===== config.mk =====
export PLATFORM = sky130hd
export DESIGN_NAME = overclock_guard
export DESIGN_NICKNAME = d
export VERILOG_FILES = /design/src/rtl/ocg_pkg.sv /design/src/rtl/ocg_interval_timer.sv /design/src/rtl/ocg_reset_stretch.sv /design/src/rtl/overclock_guard.sv
export SDC_FILE = /design/constraint.sdc
export NUM_CORES = 1
export LEC_CHECK = 0
export ABC_AREA = 1
export BUFFER_PORTS_ARGS = -buffer_cell sky130_fd_sc_hd__buf_2
export CAP_MARGIN = 25
export CORE_ASPECT_RATIO = 1.5
export CORE_MARGIN = 5
export CORE_UTILIZATION = 48
export DETAILED_ROUTE_END_ITERATION = 6
export PLACE_DENSITY = 0.84
export SETUP_SLACK_MARGIN = 0.3
export SLEW_MARGIN = 25
export SYNTH_ARGS = -nofsm -noshare
export SYNTH_HDL_FRONTEND = slang
export SYNTH_HIERARCHICAL = 1
export SYNTH_SLANG_ARGS = --single-unit

===== constraint.sdc =====
create_clock -name clk -period 4 [get_ports clk]
set_input_delay 0.8 -clock clk [delete_from_list [all_inputs] [get_ports clk]]
set_output_delay 0.8 -clock clk [all_outputs]
set_load 0.03 [all_outputs]

===== src/rtl/ocg_pkg.sv =====
package ocg_pkg;
  localparam int FREQ_W = 5;
  localparam int CNT_W  = 8;

  typedef enum logic [1:0] {
    ST_IDLE  = 2'd0,
    ST_ARMED = 2'd1,
    ST_ALARM = 2'd2
  } guard_state_t;

  // count value to start from; zero is promoted to one unit
  function automatic logic [CNT_W-1:0] start_units(input logic [CNT_W-1:0] cnt);
    return (cnt == '0) ? CNT_W'(1) : cnt;
  endfunction
endpackage


===== src/rtl/ocg_interval_timer.sv =====
module ocg_interval_timer
  import ocg_pkg::*;
#(
  parameter int UNIT_TICKS = 10
) (
  input  logic             clk,
  input  logic             sys_rst_n,
  input  logic             reload,
  input  logic             run,
  input  logic             tick,
  input  logic [CNT_W-1:0] count,
  output logic             done
);
  localparam int UW = (UNIT_TICKS > 1) ? $clog2(UNIT_TICKS) : 1;
  localparam logic [UW-1:0] UNIT_LAST = UW'(UNIT_TICKS - 1);

  logic [UW-1:0]    unit_q;
  logic [CNT_W-1:0] units_left_q;
  logic             unit_end;

  assign unit_end = run && tick && (unit_q == UNIT_LAST);
  assign done     = unit_end && (units_left_q <= CNT_W'(1));

  always_ff @(posedge clk or negedge sys_rst_n) begin
    if (!sys_rst_n) begin
      unit_q       <= '0;
      units_left_q <= '0;
    end else if (reload) begin
      unit_q       <= '0;
      units_left_q <= start_units(count);
    end else if (run && tick) begin
      if (unit_q == UNIT_LAST) begin
        unit_q <= '0;
        if (units_left_q != '0) units_left_q <= units_left_q - CNT_W'(1);
      end else begin
        unit_q <= unit_q + UW'(1);
      end
    end
  end
endmodule


===== src/rtl/ocg_reset_stretch.sv =====
module ocg_reset_stretch #(
  parameter int RST_TICKS = 3
) (
  input  logic clk,
  input  logic sys_rst_n,
  input  logic start,
  input  logic tick,
  output logic rst_n_out
);
  localparam int PW = $clog2(RST_TICKS + 1);

  logic [PW-1:0] left_q;

  always_ff @(posedge clk or negedge sys_rst_n) begin
    if (!sys_rst_n)                  left_q <= '0;
    else if (start)                  left_q <= PW'(RST_TICKS);
    else if (tick && left_q != '0)   left_q <= left_q - PW'(1);
  end

  assign rst_n_out = (left_q == '0);
endmodule


===== src/rtl/overclock_guard.sv =====
module overclock_guard
  import ocg_pkg::*;
#(
  parameter int UNIT_TICKS = 10,
  parameter int RST_TICKS  = 3
) (
  input  logic              clk,
  input  logic              sys_rst_n,
  input  logic              tick_i,
  input  logic              wd_enable_i,
  input  logic [CNT_W-1:0]  wd_count_i,
  input  logic [FREQ_W-1:0] safe_code_i,
  input  logic [FREQ_W-1:0] freq_sel_i,
  input  logic              service_i,
  output logic [FREQ_W-1:0] freq_out_o,
  output logic              alarm_o,
  output logic              wdt_rst_n_o
);
  guard_state_t state_q, state_d;
  logic timer_reload, timer_run, timer_done;
  logic expire_evt;

  assign timer_run    = (state_q == ST_ARMED) && !service_i;
  assign timer_reload = (state_q != ST_ARMED) || service_i;
  assign expire_evt   = timer_done && wd_enable_i;

  ocg_interval_timer #(.UNIT_TICKS(UNIT_TICKS)) u_timer (
    .clk       (clk),
    .sys_rst_n (sys_rst_n),
    .reload    (timer_reload),
    .run       (timer_run),
    .tick      (tick_i),
    .count     (wd_count_i),
    .done      (timer_done)
  );

  ocg_reset_stretch #(.RST_TICKS(RST_TICKS)) u_stretch (
    .clk       (clk),
    .sys_rst_n (sys_rst_n),
    .start     (expire_evt),
    .tick      (tick_i),
    .rst_n_out (wdt_rst_n_o)
  );

  always_comb begin
    state_d = state_q;
    unique case (state_q)
      ST_IDLE:  if (wd_enable_i) state_d = ST_ARMED;
      ST_ARMED: if (!wd_enable_i) state_d = ST_IDLE;
                else if (expire_evt) state_d = ST_ALARM;
      ST_ALARM: if (!wd_enable_i) state_d = ST_IDLE;
      default:  state_d = ST_IDLE;
    endcase
  end

  always_ff @(posedge clk or negedge sys_rst_n) begin
    if (!sys_rst_n) state_q <= ST_IDLE;
    else            state_q <= state_d;
  end

  assign alarm_o    = (state_q == ST_ALARM);
  assign freq_out_o = alarm_o ? safe_code_i : freq_sel_i;
endmodule


==> results of run 1 <==
==> registers in the layout, summed over array words and instances, names as in the netlist <==
name	cells
state_q	2
u_stretch/left_q	2
u_timer/unit_q	4
u_timer/units_left_q	8
==> power by group <==
part           switching, uW  internal (uW)
registers               12.3            171
logic                   54.2           31.9
clock network           52.9           55.4
total                    119            259
==> path summary, 6_finish.rpt <==
check	end	depth (start not counted)	slack [ps]
min in group clk	u_stretch/left_q[0]	2	490
max reg2reg	u_timer/units_left_q[6]	7	2350
max in group asynchronous	state_q[1]	1	3320
min reg2reg	u_stretch/left_q[0]	2	490
max	freq_out_o[1]	4	1900
min	u_timer/units_left_q[1]	1	410
==> kinds of logic after synthesis <==
group           Yosys count
xor+xnor                  3
flops                    16
compound gates           11
buf+inv                  28
fa+ha+maj                 6
simple gates            112
==> metrics by stage <==
stage               power (uW)  instance area, um2  utilization (%)  hold WS (ps)  setup WS [ps]
finish                     378                1390             57.2           414           1900
global route               402                1390             57.2           420           1750
CTS                        381                1390             57.2           415           1880
detailed placement         272                1350             55.7           471           1990
global placement           271                1350             55.7           469           2000
floorplan                  243                1190                -           452           2110
==> routing by layer <==
metal	global-route usage (%)	wire (um)	share of wire, %	up-vias
met5	0	0	0	-
met1	15.9	988	40	532
met4	5.40	13	0.52	0
li1	-	-	-	620
met3	2.74	180	7.2	2
met2	27.2	1310	53	29
==> layout make-up <==
class / instances / area share (%)
inverter: 25 / 7.14
sequential: 16 / 28.9
clock buffer: 4 / 2.62
timing repair buffer: 29 / 10.5
multi-input combinational: 132 / 48.7
tap: 24 / 2.17
==> synthesized netlist by cell type <==
cell and instances:
sky130_fd_sc_hd__o21ai_4 1, sky130_fd_sc_hd__nand4_1 2, sky130_fd_sc_hd__nor2_2 2, sky130_fd_sc_hd__dfrtp_1 16
sky130_fd_sc_hd__nor2_4 1, sky130_fd_sc_hd__nand3_1 28, sky130_fd_sc_hd__o21ai_0 5, sky130_fd_sc_hd__buf_6 1
sky130_fd_sc_hd__inv_2 5, sky130_fd_sc_hd__or2_0 1, sky130_fd_sc_hd__nand2_4 1, sky130_fd_sc_hd__xor2_1 2
sky130_fd_sc_hd__clkbuf_1 1, sky130_fd_sc_hd__nor3_4 1, sky130_fd_sc_hd__o21ai_1 4, sky130_fd_sc_hd__nand2_1 57
sky130_fd_sc_hd__xnor2_1 1, sky130_fd_sc_hd__nand2_2 2, sky130_fd_sc_hd__nor3_1 2, sky130_fd_sc_hd__o22ai_1 1
sky130_fd_sc_hd__and2_1 1, sky130_fd_sc_hd__nor2_1 14, sky130_fd_sc_hd__inv_1 19, sky130_fd_sc_hd__ha_1 6
sky130_fd_sc_hd__clkinv_4 1, sky130_fd_sc_hd__buf_2 1
==> Flow_metrics.wiki, run 1 <==
{| class="wikitable"
! Metric !! Value
|-
| Crit Path Max Fanout || 9
|-
| Critical path class || register to output pin
|-
| First-pass iteration count of the detailed router || 4
|-
| PD cells || ~270 nW/um2
|-
| Type of the worst min-delay path || primary input to async pin
|-
| Largest family of logic cells by synthesized area || simple AND/OR/NAND/NOR gates
|-
| Run status || finished clean
|-
| Root buffer cell || sky130_fd_sc_hd__clkbuf_4
|-
| Kind of cell with the highest combined delay on the critical path || flip-flops
|-
| Gpl congestion || 0.858
|-
| DRT Wirelength || 2.50 mm
|-
| H-tree lvl count || 1
|-
| Max cap viols || 0
|-
| Vias in the first global route || 1085
|-
| Multiplexer fraction of the synthesized cell area || 0%
|-
| Commonest non-fill, non-tap cell in the layout || sky130_fd_sc_hd__nand2_1
|-
| Final Instance Count excl. Fillers || 230
|-
| Number of nets still failing antenna checks after routing || 0
|-
| Library cell occupying the most area in the post-synthesis netlist || sky130_fd_sc_hd__dfrtp_1
|-
| Area fraction of the dominant cell type after synthesis || 33.5%
|-
| Cell total after placement || roughly 230
|-
| Vertical die dimension || 71.1 um
|-
| Mean area per synthesized cell || 6.78 um2
|-
| Largest net degree at the start of global routing || 17
|-
| Number of rows created at floorplan || 22
|-
| Top-Level Pins || 30
|-
| Worst Setup Start Kind || register
|-
| Clock input transition at the sequential cells of the worst setup and hold paths || 100 ps
|-
| Mapped Area || ~1200 um2
|-
| CTS Buf Count || 3
|-
| Final-layout fill cell count || between 200 and 300
|-
| Min Tclk post-route || 2100 ps
|-
| Actual transition at the worst max-transition pin || 376 ps
|-
| Biggest cell delay along the critical path || 570 ps
|-
| Cell types with the largest area share after synthesis || sky130_fd_sc_hd__dfrtp_1 (34%), sky130_fd_sc_hd__nand2_1 (18%), sky130_fd_sc_hd__nand3_1 (12%), sky130_fd_sc_hd__ha_1 (6.3%), sky130_fd_sc_hd__inv_1 (6.0%)
|-
| Complex-gate fraction of the synthesized area || ~5.7%
|-
| Width of the die || 50.7 um
|-
| Number of hold violations in the final report || 0
|-
| Number of DRC markers after the initial detailed-route iteration || 29
|-
| Placeable core region || 2420 um2
|-
| Clk buf depth || 2
|-
| Number of vias per cell after detailed routing || between 5 and 6
|-
| Wire length of the first global-routing pass || between 4 and 5 mm
|-
| Total area of multi-input combinational cells || 674 um2
|-
| Pins over their slew limit || 0
|-
| CTS sink cnt || 16
|-
| Final cycle utilization of the critical path || a little over half
|-
| Crit path capture type || output pin
|-
| FF-to-FF Start || state_q[1]
|-
| Required time of the worst setup path || between 3000 and 4000 ps
|-
| Parity-gate share of the synthesized area counting xor and xnor cells || under 10%
|-
| Worst-Skew Late Latency || 290 ps
|-
| Total overflow reported by the global router || 0
|-
| Antenna fix cells || 0
|-
| Sequential cell area fraction in the yosys report || 33.5%
|-
| Pleak || around 0.00076 uW
|-
| WL per Instance || 10.9 um
|-
| Most frequent cells in the layout || sky130_fd_sc_hd__nand2_1 (57), sky130_fd_sc_hd__buf_2 (29), sky130_fd_sc_hd__nand3_1 (28), sky130_fd_sc_hd__inv_1 (19), sky130_fd_sc_hd__dfrtp_1 (16)
|-
| Number of hold-repair buffers added at the cts stage || 0
|-
| Final-stage net count || 236
|-
| Count of yosys warnings during synthesis || 6
|-
| Number of instances in the synthesized netlist || 176
|-
| Most common cell type on the critical path || sky130_fd_sc_hd__nand2_1
|-
| Number of synthesized register bits || 16
|-
| Synth-to-Final Area Change || 16.0%
|-
| Post-DP HPWL || 2.04 mm
|-
| Worst path arrival time || 1300 ps
|-
| Maximum frequency from static timing analysis || around 480 MHz
|-
| Slowest-stage cell, CP || sky130_fd_sc_hd__dfrtp_1
|-
| Port Buf Inserts || 29
|-
| Post-CTS Setup Bufs || 0
|-
| Global routing usage summed across all routing layers || 14.7%
|-
| Drt drc || 0
|-
| Cells along the critical path || nand2_2 -> nand2_1 -> nand2_1 -> buf_2
|-
| Adder-cell area share of the yosys netlist || between 6 and 7%
|-
| Net count after synthesis || about 210
|-
| Die Area || 3600 um2
|-
| Fin Clk Skew || 2.06 ps
|-
| Final setup violating endpoints || 0
|-
| Number of antenna violations at the first check in global routing || 0
|-
| CTS tree || built
|-
| Number of different library cells in the post-synthesis netlist || 26
|-
| Buffers and inverters on the worst path || 1
|-
| Reg area || 400 um2
|-
| Sum of negative setup slack || 0 ps
|-
| Number of gates resized after CTS || 0
|-
| Timing startpoint of the critical path || state_q[1]
|-
| Peak supply drop || 0.179 mV
|-
| Via count of the routed design || 1183
|-
| Effective utilization at floorplan || 49.3%
|-
| Synth Area in Simple Gates || 42.3%
|-
| Max-slew headroom || 74.9%
|-
| Fraction of final layout cells with drive strength greater than 1 || 22.8%
|-
| Unrepaired setup endpoints after global routing || false
|}
Note: power is estimated with default switching activity, not from simulation.
==> run 2: changes to the inputs <==
--- a/config.mk
+++ b/config.mk
@@ -10,9 +10,9 @@
 export CAP_MARGIN = 25
 export CORE_ASPECT_RATIO = 1.5
 export CORE_MARGIN = 5
-export CORE_UTILIZATION = 48
+export CORE_UTILIZATION = 47
 export DETAILED_ROUTE_END_ITERATION = 6
-export PLACE_DENSITY = 0.84
+export PLACE_DENSITY = 0.86
 export SETUP_SLACK_MARGIN = 0.3
 export SLEW_MARGIN = 25
 export SYNTH_ARGS = -nofsm -noshare
==> constraint.sdc (replaced) <==
create_clock -name clk -period 1.9 [get_ports clk]
set_input_delay 0.38 -clock clk [delete_from_list [all_inputs] [get_ports clk]]
set_output_delay 0.38 -clock clk [all_outputs]
set_load 0.03 [all_outputs]
==> Flow_metrics.wiki, run 2 (synthesized netlist as in run 1, its figures left out) <==
{| class="wikitable"
! Metric !! Value
|-
| Run status || finished with violations
|-
| Violated checks || negative hold slack
|-
| H-tree lvl count || 1 (unchanged)
|-
| Post-CTS Setup Bufs || 0 (unchanged)
|-
| Crit Path Max Fanout || 8 (-1)
|-
| Sum of negative setup slack || 0 ps (unchanged)
|-
| Root buffer cell || sky130_fd_sc_hd__clkbuf_4
|-
| Min Tclk post-route || roughly 1600 ps
|-
| Final cycle utilization of the critical path || a little over four fifths
|-
| Most frequent cells in the layout || sky130_fd_sc_hd__nand2_1 (50), sky130_fd_sc_hd__nand3_1 (28), sky130_fd_sc_hd__buf_2 (22), sky130_fd_sc_hd__inv_1 (19), sky130_fd_sc_hd__dfrtp_1 (16)
|-
| Peak supply drop || 0.409 mV (+130%)
|-
| CTS Buf Count || 3 (unchanged)
|-
| Leading registers by flop count || u_timer/units_left_q (8), u_timer/unit_q (4)
|-
| Number of vias per cell after detailed routing || 5.30 (+3.1%)
|-
| Min Hold Slack || -4.64 ps (-418 ps)
|-
| Port Buf Inserts || 29 (unchanged)
|-
| Number of hold violations in the final report || 16 (+16)
|-
| Effective utilization at floorplan || 48.7% (-0.55 points)
|-
| Critical path class || register to output pin
|-
| Final setup violating endpoints || 0 (unchanged)
|-
| Width of the die || 51.1 um (+0.85%)
|-
| Placeable core region || 2450 um2 (+1.1%)
|-
| Required time of the worst setup path || 1520 ps (-1680 ps)
|-
| Max cap viols || 0 (unchanged)
|-
| Final-stage net count || 237 (+0.42%)
|-
| Drt drc || 0 (unchanged)
|-
| Fraction of final layout cells with drive strength greater than 1 || 28.0% (+5.2 points)
|-
| Wire length of the first global-routing pass || 4.56 mm (+5.8%)
|-
| Global routing usage summed across all routing layers || 15.8% (+1.1 points)
|-
| Largest net degree at the start of global routing || 17 (unchanged)
|-
| Number of DRC markers after the initial detailed-route iteration || 40 (+38%)
|-
| Die Area || 3670 um2 (+1.8%)
|-
| Gpl congestion || 0.779 (-9.2%)
|-
| Total overflow reported by the global router || 0 (unchanged)
|-
| Type of the worst min-delay path || primary input to async pin
|-
| Via count of the routed design || 1225 (+3.6%)
|-
| Crit path capture type || output pin
|-
| Worst-Skew Late Latency || 280 ps (about the same)
|-
| Maximum frequency from static timing analysis || roughly 620 MHz
|-
| DRT Wirelength || 2.79 mm (+12%)
|-
| Worst R2R Path Depth || 9 (+2)
|-
| CTS sink cnt || 16 (unchanged)
|-
| Number of antenna violations at the first check in global routing || 0 (unchanged)
|-
| Number of flip-flops under the largest register name || 8 (unchanged)
|-
| Pins over their slew limit || 0 (unchanged)
|-
| Largest reg by FF count || u_timer/units_left_q
|-
| Pleak || 0.000781 uW (+2.6%)
|-
| Fin Clk Skew || 1.18 ps (-0.890 ps)
|-
| Unrepaired setup endpoints after global routing || true
|-
| Actual transition at the worst max-transition pin || 354 ps (-22.7 ps)
|-
| Max-slew headroom || 76.4% (+1.5 points)
|-
| Clk buf depth || 2 (unchanged)
|-
| Worst Setup Start Kind || register
|-
| Worst path arrival time || 1220 ps (-80 ps)
|-
| CTS tree || built
|-
| Number of rows created at floorplan || 22 (unchanged)
|-
| Vias in the first global route || 1150 (+6.0%)
|-
| Commonest non-fill, non-tap cell in the layout || sky130_fd_sc_hd__nand2_1
|-
| First-pass iteration count of the detailed router || 4 (unchanged)
|-
| Cell total after placement || 227 (+0.44%)
|-
| Antenna fix cells || 0 (unchanged)
|-
| Synth-to-Final Area Change || 23.9%
|-
| Number of nets still failing antenna checks after routing || 0 (unchanged)
|-
| WL per Instance || 12.1 um (+11%)
|-
| Vertical die dimension || 71.7 um (+0.91%)
|-
| Final Instance Count excl. Fillers || 231 (+0.43%)
|-
| Top-Level Pins || 30 (unchanged)
|-
| PD cells || 544 nW/um2 (+99%)
|-
| Post-DP HPWL || 2.07 mm (+1.0%)
|-
| Clock input transition at the sequential cells of the worst setup and hold paths || 90 ps (about the same)
|}
[run 2: changes by cell type in the layout (fill, tap and decap cells not counted), sizes merged]
cell	previous run	this run
clkbuf	4	5
[run 2: cell type report]
type	count	area, um2
flip-flops and latches	16	400
fillers	225	971
repair buffers	30	193
clock buffers	4	36.3
well taps	24	30.0
multi-input cells	132	718
inverters	25	101
[run 2: repair_timing]
| item | in CTS | in global routing |
|---|---|---|
| endpoints found under the hold margin | 0 | 0 |
| endpoints found under the setup margin | 6 | 15 |
| resized for setup | 10 | 17 |
| hold buffers | 0 | 0 |
| pin swaps | 0 | 5 |
[run 2: metal layers]
| metal | GRT usage (%) | vias up | part of all wire, % |
|---|---|---|---|
| met3 | 2.70 | 4 | 6.9 |
| met4 | 7.49 | 0 | 1.1 |
| met2 | 29.0 | 44 | 54 |
| met5 | 0 | - | 0 |
| li1 | - | 625 | - |
| met1 | 16.9 | 552 | 38 |
[run 2: path summary, 6_finish.rpt]
check | end | startpoint | slack [ps]
min in group clk | u_timer/units_left_q[5] | wd_count_i[5] | 330
setup / recovery | freq_out_o[0] | state_q[1] | 300
setup reg to reg | u_timer/units_left_q[0] | state_q[0] | 360
hold / removal | u_timer/units_left_q[4] | sys_rst_n | -5
hold reg to reg | u_stretch/left_q[0] | u_stretch/left_q[0] | 490
max in group asynchronous | u_stretch/left_q[1] | sys_rst_n | 1650
[run 2: power by group]
| group | switching, uW | total, uW | internal, uW |
|---|---|---|---|
| registers | 25.6 | 386 | 360 |
| logic | 123 | 200 | 77.6 |
| clock network | 102 | 218 | 116 |
[run 2: critical path: stages, from the launching register on]
cell and delay (ps):
sky130_fd_sc_hd__dfrtp_1 430, sky130_fd_sc_hd__buf_6 180, sky130_fd_sc_hd__nand2_8 70, sky130_fd_sc_hd__nand2_2 70
sky130_fd_sc_hd__nand2_2 60, sky130_fd_sc_hd__buf_6 130
[run 2: per-stage QoR]
step	hold slack (ps)	instance area [um2]	power, uW	setup slack [ps]	util (%)
floorplan	84.4	1190	511	430	-
global placement	313	1360	570	374	55.4
detailed placement	315	1360	575	313	55.4
CTS	3.12	1430	800	301	58.2
global route	5.51	1480	861	228	60.4
finish	-4.64	1480	805	299	60.4
